$ cat src/rtl/dacfmt_pkg.sv
// Shared types for the DAC stream reformatter.
// Assumes: nothing beyond a two-bit routing selector.
package dacfmt_pkg;

    // Channel routing applied to each sample pair.
    typedef enum logic [1:0] {
        MIX_STEREO   = 2'd0,
        MIX_DUP      = 2'd1,
        MIX_DIFF     = 2'd2,
        MIX_STEREO_B = 2'd3
    } mix_mode_t;

    // Configuration latched once per frame.
    typedef struct packed {
        mix_mode_t mode;
        logic      src_right;
        logic      rpt;
    } fmt_cfg_t;

endpackage

$ cat src/rtl/i2s_rx.sv
// I2S receiver running on the system clock.
// Synchronises the serial lines, finds both bit-clock edges and captures
// WORD_W bits MSB first, starting one bit after each word-select change.
// Assumes: the system clock is at least four times faster than the bit clock.
module i2s_rx #(
    parameter int WORD_W      = 16,
    parameter int SYNC_STAGES = 2
) (
    input  logic              clk,
    input  logic              rst_n,
    input  logic              bclk_in,
    input  logic              ws_in,
    input  logic              sd_in,
    output logic              frame_start,
    output logic              bit_edge,
    output logic [WORD_W-1:0] left_word,
    output logic [WORD_W-1:0] right_word
);
    localparam int POS_W = $clog2(WORD_W + 1);

    logic [SYNC_STAGES-1:0] bclk_sy, ws_sy, sd_sy;
    logic                   bclk_d, ws_last;
    logic [POS_W-1:0]       pos;
    logic [WORD_W-1:0]      sh_l, sh_r;
    logic                   b_now, w_now, d_now;
    logic                   rise, fall, ws_chg, take;

    assign b_now  = bclk_sy[SYNC_STAGES-1];
    assign w_now  = ws_sy[SYNC_STAGES-1];
    assign d_now  = sd_sy[SYNC_STAGES-1];
    assign rise   = b_now & ~bclk_d;
    assign fall   = ~b_now & bclk_d;
    assign ws_chg = rise && (w_now != ws_last);
    assign take   = rise && !ws_chg && (pos < POS_W'(WORD_W));

    assign frame_start = ws_chg && !w_now;
    assign bit_edge    = rise | fall;
    assign left_word   = sh_l;
    assign right_word  = sh_r;

    // Bring the asynchronous serial lines into the clock domain.
    always_ff @(posedge clk) begin
        if (!rst_n) begin
            bclk_sy <= '0;
            ws_sy   <= '0;
            sd_sy   <= '0;
            bclk_d  <= 1'b0;
        end else begin
            bclk_sy <= (bclk_sy << 1) | SYNC_STAGES'(bclk_in);
            ws_sy   <= (ws_sy << 1) | SYNC_STAGES'(ws_in);
            sd_sy   <= (sd_sy << 1) | SYNC_STAGES'(sd_in);
            bclk_d  <= b_now;
        end
    end

    // Track the bit position inside the current word slot.
    always_ff @(posedge clk) begin
        if (!rst_n) begin
            ws_last <= 1'b0;
            pos     <= '0;
        end else if (rise) begin
            ws_last <= w_now;
            if (ws_chg)
                pos <= '0;
            else if (take)
                pos <= pos + 1'b1;
        end
    end

    // Shift captured bits into the register of the active channel.
    always_ff @(posedge clk) begin
        if (!rst_n) begin
            sh_l <= '0;
            sh_r <= '0;
        end else if (take) begin
            if (w_now)
                sh_r <= {sh_r[WORD_W-2:0], d_now};
            else
                sh_l <= {sh_l[WORD_W-2:0], d_now};
        end
    end

endmodule

$ cat src/rtl/fmt_mix.sv
// Channel router: picks the stereo, duplicate or differential word pair.
// The negation saturates the most negative code to the most positive one.
// Assumes: purely combinational; the caller registers the result.
module fmt_mix
    import dacfmt_pkg::*;
#(
    parameter int WORD_W = 16
) (
    input  fmt_cfg_t          cfg,
    input  logic [WORD_W-1:0] in_l,
    input  logic [WORD_W-1:0] in_r,
    output logic [WORD_W-1:0] out_l,
    output logic [WORD_W-1:0] out_r
);
    localparam logic [WORD_W-1:0] MOST_NEG = {1'b1, {(WORD_W-1){1'b0}}};
    localparam logic [WORD_W-1:0] MOST_POS = {1'b0, {(WORD_W-1){1'b1}}};

    logic [WORD_W-1:0] src, neg;

    // Pick the source channel and form its saturated negation.
    always_comb begin
        src = cfg.src_right ? in_r : in_l;
        neg = (src == MOST_NEG) ? MOST_POS : (~src + 1'b1);
    end

    // Route the words according to the selected mode.
    always_comb begin
        unique case (cfg.mode)
            MIX_DUP: begin
                out_l = src;
                out_r = src;
            end
            MIX_DIFF: begin
                out_l = src;
                out_r = neg;
            end
            default: begin
                out_l = in_l;
                out_r = in_r;
            end
        endcase
    end

endmodule

$ cat src/rtl/dac_ser.sv
// Output serialiser. A half-tick counter follows every input bit-clock edge
// and restarts at each frame start. Without repeat a bit spans four
// half-ticks; with repeat it spans two, and the frame is sent twice.
// Assumes: WORD_W is a power of two and a frame holds 8*WORD_W edges.
module dac_ser #(
    parameter int WORD_W = 16
) (
    input  logic              clk,
    input  logic              rst_n,
    input  logic              load,
    input  logic              bit_edge,
    input  logic              rpt,
    input  logic [WORD_W-1:0] word_l,
    input  logic [WORD_W-1:0] word_r,
    output logic              dac_bclk,
    output logic              dac_ws,
    output logic              dac_sd
);
    localparam int CNT_W = $clog2(8 * WORD_W);
    localparam int BIT_W = CNT_W - 2;
    localparam int IDX_W = BIT_W - 1;

    logic [CNT_W-1:0] ht;
    logic             active;
    logic [BIT_W-1:0] bnum;
    logic [IDX_W-1:0] bpos;
    logic             clk_bit, ch, dbit;

    // Count half-ticks of the input bit clock inside a frame.
    always_ff @(posedge clk) begin
        if (!rst_n) begin
            ht     <= '0;
            active <= 1'b0;
        end else if (load) begin
            ht     <= '0;
            active <= 1'b1;
        end else if (bit_edge && active) begin
            ht <= ht + 1'b1;
        end
    end

    // Decode bit number, channel and clock phase from the counter.
    always_comb begin
        bnum    = rpt ? ht[CNT_W-2:1] : ht[CNT_W-1:2];
        clk_bit = rpt ? ht[0] : ht[1];
        ch      = bnum[BIT_W-1];
        bpos    = ~bnum[IDX_W-1:0];
        dbit    = ch ? word_r[bpos] : word_l[bpos];
    end

    // Register the serial outputs, held low until the first frame.
    always_ff @(posedge clk) begin
        if (!rst_n) begin
            dac_bclk <= 1'b0;
            dac_ws   <= 1'b0;
            dac_sd   <= 1'b0;
        end else begin
            dac_bclk <= active & clk_bit;
            dac_ws   <= active & ch;
            dac_sd   <= active & dbit;
        end
    end

endmodule

$ cat src/rtl/dacfmt_top.sv
// Top of the DAC stream reformatter: receiver, router, frame holding
// registers and output serialiser. Configuration and words are latched
// together at each left-channel start, which gives one frame of latency.
// Assumes: synchronous active-low reset; serial inputs are asynchronous.
module dacfmt_top
    import dacfmt_pkg::*;
#(
    parameter int WORD_W      = 16,
    parameter int SYNC_STAGES = 2
) (
    input  logic       clk,
    input  logic       rst_n,
    input  logic       i2s_bclk,
    input  logic       i2s_ws,
    input  logic       i2s_sd,
    input  logic [1:0] mode_sel,
    input  logic       src_right,
    input  logic       rpt_en,
    output logic       dac_bclk,
    output logic       dac_ws,
    output logic       dac_sd
);
    logic              frame_start, bit_edge;
    logic [WORD_W-1:0] rx_l, rx_r, mix_l, mix_r;
    logic [WORD_W-1:0] hold_l, hold_r;
    fmt_cfg_t          cfg_live, cfg_q;

    assign cfg_live = '{mode: mix_mode_t'(mode_sel), src_right: src_right, rpt: rpt_en};

    i2s_rx #(.WORD_W(WORD_W), .SYNC_STAGES(SYNC_STAGES)) rx_i (
        .clk        (clk),
        .rst_n      (rst_n),
        .bclk_in    (i2s_bclk),
        .ws_in      (i2s_ws),
        .sd_in      (i2s_sd),
        .frame_start(frame_start),
        .bit_edge   (bit_edge),
        .left_word  (rx_l),
        .right_word (rx_r)
    );

    fmt_mix #(.WORD_W(WORD_W)) mix_i (
        .cfg  (cfg_live),
        .in_l (rx_l),
        .in_r (rx_r),
        .out_l(mix_l),
        .out_r(mix_r)
    );

    // Latch the routed pair and the configuration at each frame start.
    always_ff @(posedge clk) begin
        if (!rst_n) begin
            hold_l <= '0;
            hold_r <= '0;
            cfg_q  <= '{mode: MIX_STEREO, src_right: 1'b0, rpt: 1'b0};
        end else if (frame_start) begin
            hold_l <= mix_l;
            hold_r <= mix_r;
            cfg_q  <= cfg_live;
        end
    end

    dac_ser #(.WORD_W(WORD_W)) ser_i (
        .clk     (clk),
        .rst_n   (rst_n),
        .load    (frame_start),
        .bit_edge(bit_edge),
        .rpt     (cfg_q.rpt),
        .word_l  (hold_l),
        .word_r  (hold_r),
        .dac_bclk(dac_bclk),
        .dac_ws  (dac_ws),
        .dac_sd  (dac_sd)
    );

endmodule

$ cat config.mk
export PLATFORM = sky130hd
export DESIGN_NAME = dacfmt_top
export DESIGN_NICKNAME = d
export VERILOG_FILES = /design/src/rtl/dacfmt_pkg.sv /design/src/rtl/i2s_rx.sv /design/src/rtl/fmt_mix.sv /design/src/rtl/dac_ser.sv /design/src/rtl/dacfmt_top.sv
export SDC_FILE = /design/constraint.sdc
export NUM_CORES = 1
export LEC_CHECK = 0
export BUFFER_PORTS_ARGS = -buffer_cell sky130_fd_sc_hd__buf_2
export CORE_AREA = 10 10 99 101
export DETAILED_ROUTE_END_ITERATION = 6
export DIE_AREA = 0 0 109 111
export HOLD_SLACK_MARGIN = 0.08
export PLACE_DENSITY = 0.86
export SLEW_MARGIN = 20
export SYNTH_ARGS = -nofsm -noshare
export SYNTH_HDL_FRONTEND = slang
export SYNTH_SLANG_ARGS = --single-unit
$ cat constraint.sdc
create_clock -name clk -period 8.6 [get_ports clk]
set_input_delay 0.43 -clock clk [delete_from_list [all_inputs] [get_ports clk]]
set_output_delay 0.43 -clock clk [all_outputs]
set_load 0.005 [all_outputs]
**Word-level counts from Yosys, hierarchy flattened**

Index checks and enable logic that the tools add are counted.

- Register bits: 89
- Output and inout bits: 3
- Logic and storage cells: 66

- Add/sub/neg operators: 3
- Magnitude comparators: 2
- Equal/unequal tests: 4
- Multiplexer cells: 13
- Bitwise gates (word level): 15
- Reduce and logical (&&, ||, !) cells: 13

Operator list:

| operator | number |
|---|---|
| $mux 16 | 3 |
| $pmux 16 s2 | 1 |
| $add 16x1->16 const B | 1 |
| $eq 16x16->1 const B | 1 |
| $not 16->16 | 1 |
| $mux 5 | 3 |
| $bmux 1 s4 | 2 |
| $add 7x1->7 const B | 1 |
| $or 2x1->2 | 3 |
| $reduce_and 2->1 | 3 |
| $add 5x1->5 const B | 1 |
| $and 1x1->1 | 5 |
| $logic_and 1x1->1 | 5 |
| $lt 4x5->1 const B | 1 |
| $lt 5x5->1 const B | 1 |
| $mux 1 | 4 |
| $not 1->1 | 4 |
| $not 4->4 | 1 |
| $reduce_or 2->1 | 2 |
| $eq 2x1->1 const B | 1 |
| $eq 2x2->1 const B | 1 |
| $logic_not 1->1 | 2 |
| $reduce_bool 2->1 | 1 |
| $ne 1x1->1 | 1 |
| $or 1x1->1 | 1 |

**Depth between registers and ports, before layout**

- Depth in word-level cells: 8
- Mapped depth: 12

**Hierarchy**

A second synthesis with hierarchy kept.

- Cell total of the unflattened synthesis: 582
- Area, all modules: 5,236.3 um2

Modules (own cells, without submodules):

| module | times used | cells each | area each (um2) | sequential area each (um2) |
|---|---|---|---|---|
| i2s_rx | 1 | 199 | 1,760.4 | 900.9 |
| dacfmt_top | 1 | 106 | 1,280.0 | 660.6 |
| fmt_mix | 1 | 165 | 1,216.2 | 0.0 |
| dac_ser | 1 | 112 | 979.7 | 220.2 |

**Worst setup path after synthesis**

No wires, ideal clock.

- Kind: input to register
- From: in src_right
- To: reg hold_r[10]
- Data arrival time: 2,914 ps
- Slack: 5,612 ps
- Stages: 12
- Path buffers: 5
- Path through: buf_6 buf_2 buf_2 buf_2 mux2i_1 ha_1 and4_1 o21ba_2 nor3_1 buf_2 o21ai_0 a31oi_1

- Longest elaborated chain between the ends: 5

Ends and longest elaborated chain:

| element | RTL line | text |
|---|---|---|
| start: declaration | dacfmt_top.sv:17 | `input logic src_right,` |
| $mux 16 * | fmt_mix.sv:22 | `src = cfg.src_right ? in_r : in_l;` |
| $not 16->16 | fmt_mix.sv:23 | `neg = (src == MOST_NEG) ? MOST_POS : (~src + 1'b1);` |
| $add 16x1->16 | fmt_mix.sv:23 |  |
| $mux 16 | fmt_mix.sv:23 |  |
| $pmux 16 s2 * | fmt_mix.sv:28 | `unique case (cfg.mode)` |
| end signal: assignment | dacfmt_top.sv:58 | `hold_r <= mix_r;` |
| end: declaration | dacfmt_top.sv:25 | `logic [WORD_W-1:0] hold_l, hold_r;` |

Every way passes the cells marked *; elsewhere a longest branch is shown, timed or not.
A chain may end at the register's enable or synchronous reset.

**Final worst setup path**

- From: in src_right
- To: reg hold_r[0]

Same word-level chain as after synthesis.

==> results.tsv <==
metric	value	unit
cts_resized	0	
grt_antenna_before_repair	0	
irDropWorstVdd	0.1100	mV
syn_nets	616	
wl	11380	um
maxCapViolCount	0	
intPower	0.5439	mW
nNetsFinal	596	
insertion_delay	0.38	ns
cp-end-kind	register	
clock-sinks	89	
start_kind	input port	
cts_tree	yes	
p_switching	0.2050	mW
wire_per_inst	16.46	um
crit_type	input port to register	
chipHeight	111	um
yosysWarningCount	0	
synthArstFlopShare	0	%
fp.dieW	109	um
ys.flop_type	dfxtp_1	
wl_met3	757	um
drive_above_1_share	9.898	%
slew_headroom	31.92	%
drc	0	
ctsHtreeMaxLevel	3	
ant_nets	0	
rsz0062_at_grt	false	
synth-edff-count	0	
p_clk_share	37.9	%
clk_pin_slew	0.11	ns
synthCells	601	
worstRegToRegCells	7	
core-area	7969	um^2
critical_path.endpoint	hold_r[0]$_SDFFE_PN0P_	
via_count	4298	
overflow	0	
hold_class	input port to register	
rows	33	
via_per_inst	6.220	
dp_hpwl	8025	um
run_status	completed	
ios	12	
cts_setup_buffers	0	
n_fill_cell	678	
hold_viol	0	
slew_viol_final	0	
worstPathRequired	8.86	ns
critPathLaunch	src_right	
first_iter_violations	418	
crit_slowest_cell	buf_2	
areaGrowthSynthToFinish	4.777	%
finalCritPeriodShare	35.22	%
clock.fmax	330.1	MHz
multi_input_area	2883	um^2
worstPathCellList	buf_2 -> mux2i_1 -> ha_1 -> and4_1 -> o21ba_2 -> nor3_2 -> a211oi_1 -> o41ai_1	
seq_area	1782	um^2
die_area	12100	um^2
cts_max_path_buffers	2	
synth_seq_area_share	36.57	%
portBuffers	11	
setup-tns-final	0	ns
track_usage	19.13	%
reg2reg_slack	6.02	ns
grt_pass1_wl	19200	um
top_layer_used	met4	
place.gp.congestion	0.9255	
synth_cell_types	56	
root_buffer	clkbuf_8	
syn_area	4872	um^2
grt_pass1_vias	3953	
critPathBufInv	1	
syn_area_per_cell	8.107	um^2
cts_hold_buf	0	
grt_max_degree	46	
power.density	146.7	nW/um^2
r2r-start	rx_i.right_word[1]$_SDFFE_PN0P_	
diodes	0	
m1WireLength	5137	um
ys_ff_latch	89	
cp_top_family	simple AND/OR/NAND/NOR gates	
period_minus_slack	3.029	ns
worst_ep_arrival_time	3.29	ns
crit_fanout	40	
setup_viol	0	
max_slew.worst_pin.slew	1.018	ns
drtPass1Iterations	6	
start_util	61.14	%
reg2reg_to	hold_r[0]$_SDFFE_PN0P_	
seq_power_share	55.4	%
fin_skew	0.01547	ns
cts_inserted_buffers	9	
fin_area	5105	um^2
power.leakage	1.732	nW
cp.depth	8	
combinationalPowerShare	6.7	%
dpl-instance-area	4903	um^2
slowest_delay	0.64	ns
wl_met2	5267	um
p_sw_share	27.38	%
==> layer usage <==
layer	vias up	GRT usage, %
li1	2092	-
met3	19	3.721
met1	2046	26.06
met5	-	0
met4	0	7.124
met2	141	29.01
==> per-stage QoR <==
| step | setup WS [ns] | hold WS, ns | std cells | power (mW) | utilization (%) |
|---|---|---|---|---|---|
| 5_1_grt | 5.344 | 0.2342 | 691 | 0.7770 | 64.06 |
| 3_3_place_gp | 5.032 | 0.4148 | 675 | 0.4723 | 61.53 |
| 2_1_floorplan | 5.612 | 0.4119 | 601 | 0.4640 | - |
| 6_report | 5.571 | 0.2516 | 691 | 0.7490 | 64.06 |
| 3_5_place_dp | 4.814 | 0.4191 | 675 | 0.4735 | 61.53 |
| 4_1_cts | 5.208 | 0.2523 | 691 | 0.7492 | 63.97 |
==> final cells by class <==
cell class / instances / area share, %
Clock buffer: 9 / 2.426
Clock inverter: 7 / 1.373
Inverter: 10 / 0.7353
Multi-Input combinational cell: 457 / 56.47
Sequential cell: 89 / 34.90
Tap cell: 105 / 2.574
Timing Repair Buffer: 14 / 1.520
==> cell families after synthesis <==
group / count (synthesis) / share of synthesized area [%]
buffers and inverters: 55 / 4.520
DFF: 89 / 36.57
muxes: 45 / 13.23
AOI/OAI and AO/OA: 153 / 18.46
adders and majority gates: 6 / 1.541
xor gates and xnor gates: 16 / 2.876
and+or+nand+nor: 237 / 22.80
==> cell usage after synthesis (5+ instances only) <==
library cell	count	share of area, %
inv_1	10	0.77
dfxtp_1	89	37
a221oi_1	7	1.3
buf_2	5	0.51
nand2b_1	6	0.77
nand3_1	6	0.62
ha_1	6	1.5
mux4_2	14	6.5
xnor2_1	9	1.6
nor4b_1	5	0.90
nor3_1	11	1.1
and4_1	5	0.90
a31oi_1	12	1.5
a21oi_1	65	6.7
clkbuf_1	35	2.7
xor2_1	7	1.3
nand2_1	117	9.0
nor2_1	48	3.7
nor2b_1	9	1.2
and2_1	7	0.90
o21ai_0	40	4.1
mux2_2	5	1.2
mux2i_1	25	5.1
a211oi_1	6	0.92
==> power by group through the flow <==
stage	clock (mW)	combinational [mW]	sequential (mW)
CTS	0.285	0.0489	0.415
detailed placement	0	0.0487	0.425
floorplan	0	0.0399	0.424
global placement	0	0.0477	0.425
global route	0.307	0.0547	0.416
finish	0.284	0.0501	0.415
==> worst min path at each step <==
stage                                            end                        from  cells past startpoint
after floorplan           rx_i.bclk_sy[1]$_SDFF_PN0_  rx_i.bclk_sy[0]$_SDFF_PN0_                      1
after global placement    rx_i.bclk_sy[1]$_SDFF_PN0_  rx_i.bclk_sy[0]$_SDFF_PN0_                      1
after detailed placement    rx_i.ws_sy[1]$_SDFF_PN0_    rx_i.ws_sy[0]$_SDFF_PN0_                      1
after global routing      rx_i.bclk_sy[0]$_SDFF_PN0_                    i2s_bclk                      2
final                     rx_i.bclk_sy[0]$_SDFF_PN0_                    i2s_bclk                      2
after CTS                 rx_i.bclk_sy[0]$_SDFF_PN0_                    i2s_bclk                      2
==> registers in the layout, summed over array words and instances, names as in the netlist <==
name,cells
cfg_q,1
hold_l,16
hold_r,16
rx_i.bclk_d,1
rx_i.bclk_sy,2
rx_i.left_word,16
rx_i.pos,5
rx_i.right_word,16
rx_i.sd_sy,2
rx_i.ws_last,1
rx_i.ws_sy,2
ser_i.active,1
ser_i.dac_bclk,1
ser_i.dac_sd,1
ser_i.dac_ws,1
ser_i.ht,7
==> worst reg2reg max path, stage by stage, from the launching register on <==
cell and delay [ns]:
dfxtp_1 0.37, mux2i_1 0.27, ha_1 0.32, and4_1 0.23, o21ba_2 0.20, nor3_2 0.64, a211oi_1 0.17, o41ai_1 0.27
==> layout by cell type, fill, tap and decap left out, types with 2 or more instances in the layout <==
| master | netlist | routed |
|---|---|---|
| nand2_1 | 117 | 117 |
| dfxtp_1 | 89 | 89 |
| a21oi_1 | 65 | 65 |
| nor2_1 | 48 | 48 |
| o21ai_0 | 40 | 40 |
| mux2i_1 | 25 | 25 |
| mux4_2 | 14 | 14 |
| a31oi_1 | 12 | 12 |
| buf_2 | 5 | 11 |
| inv_1 | 10 | 10 |
| nor3_1 | 11 | 10 |
| nor2b_1 | 9 | 9 |
| xnor2_1 | 9 | 9 |
| clkbuf_8 | 0 | 9 |
| a221oi_1 | 7 | 7 |
| xor2_1 | 7 | 7 |
| and2_1 | 7 | 7 |
| a211oi_1 | 6 | 6 |
| nand3_1 | 6 | 6 |
| nand2b_1 | 6 | 6 |
| mux2_2 | 5 | 5 |
| nor4b_1 | 5 | 5 |
| and4_1 | 5 | 5 |
| ha_1 | 6 | 5 |
| nor4_1 | 4 | 4 |
| o22ai_1 | 4 | 4 |
| or3_1 | 4 | 4 |
| nand3b_1 | 3 | 3 |
| a22oi_1 | 3 | 3 |
| inv_6 | 0 | 3 |
| buf_4 | 0 | 3 |
| o211ai_1 | 2 | 2 |
| or3b_1 | 2 | 2 |
| o31ai_1 | 2 | 2 |
(Power assumes the default switching activity.)
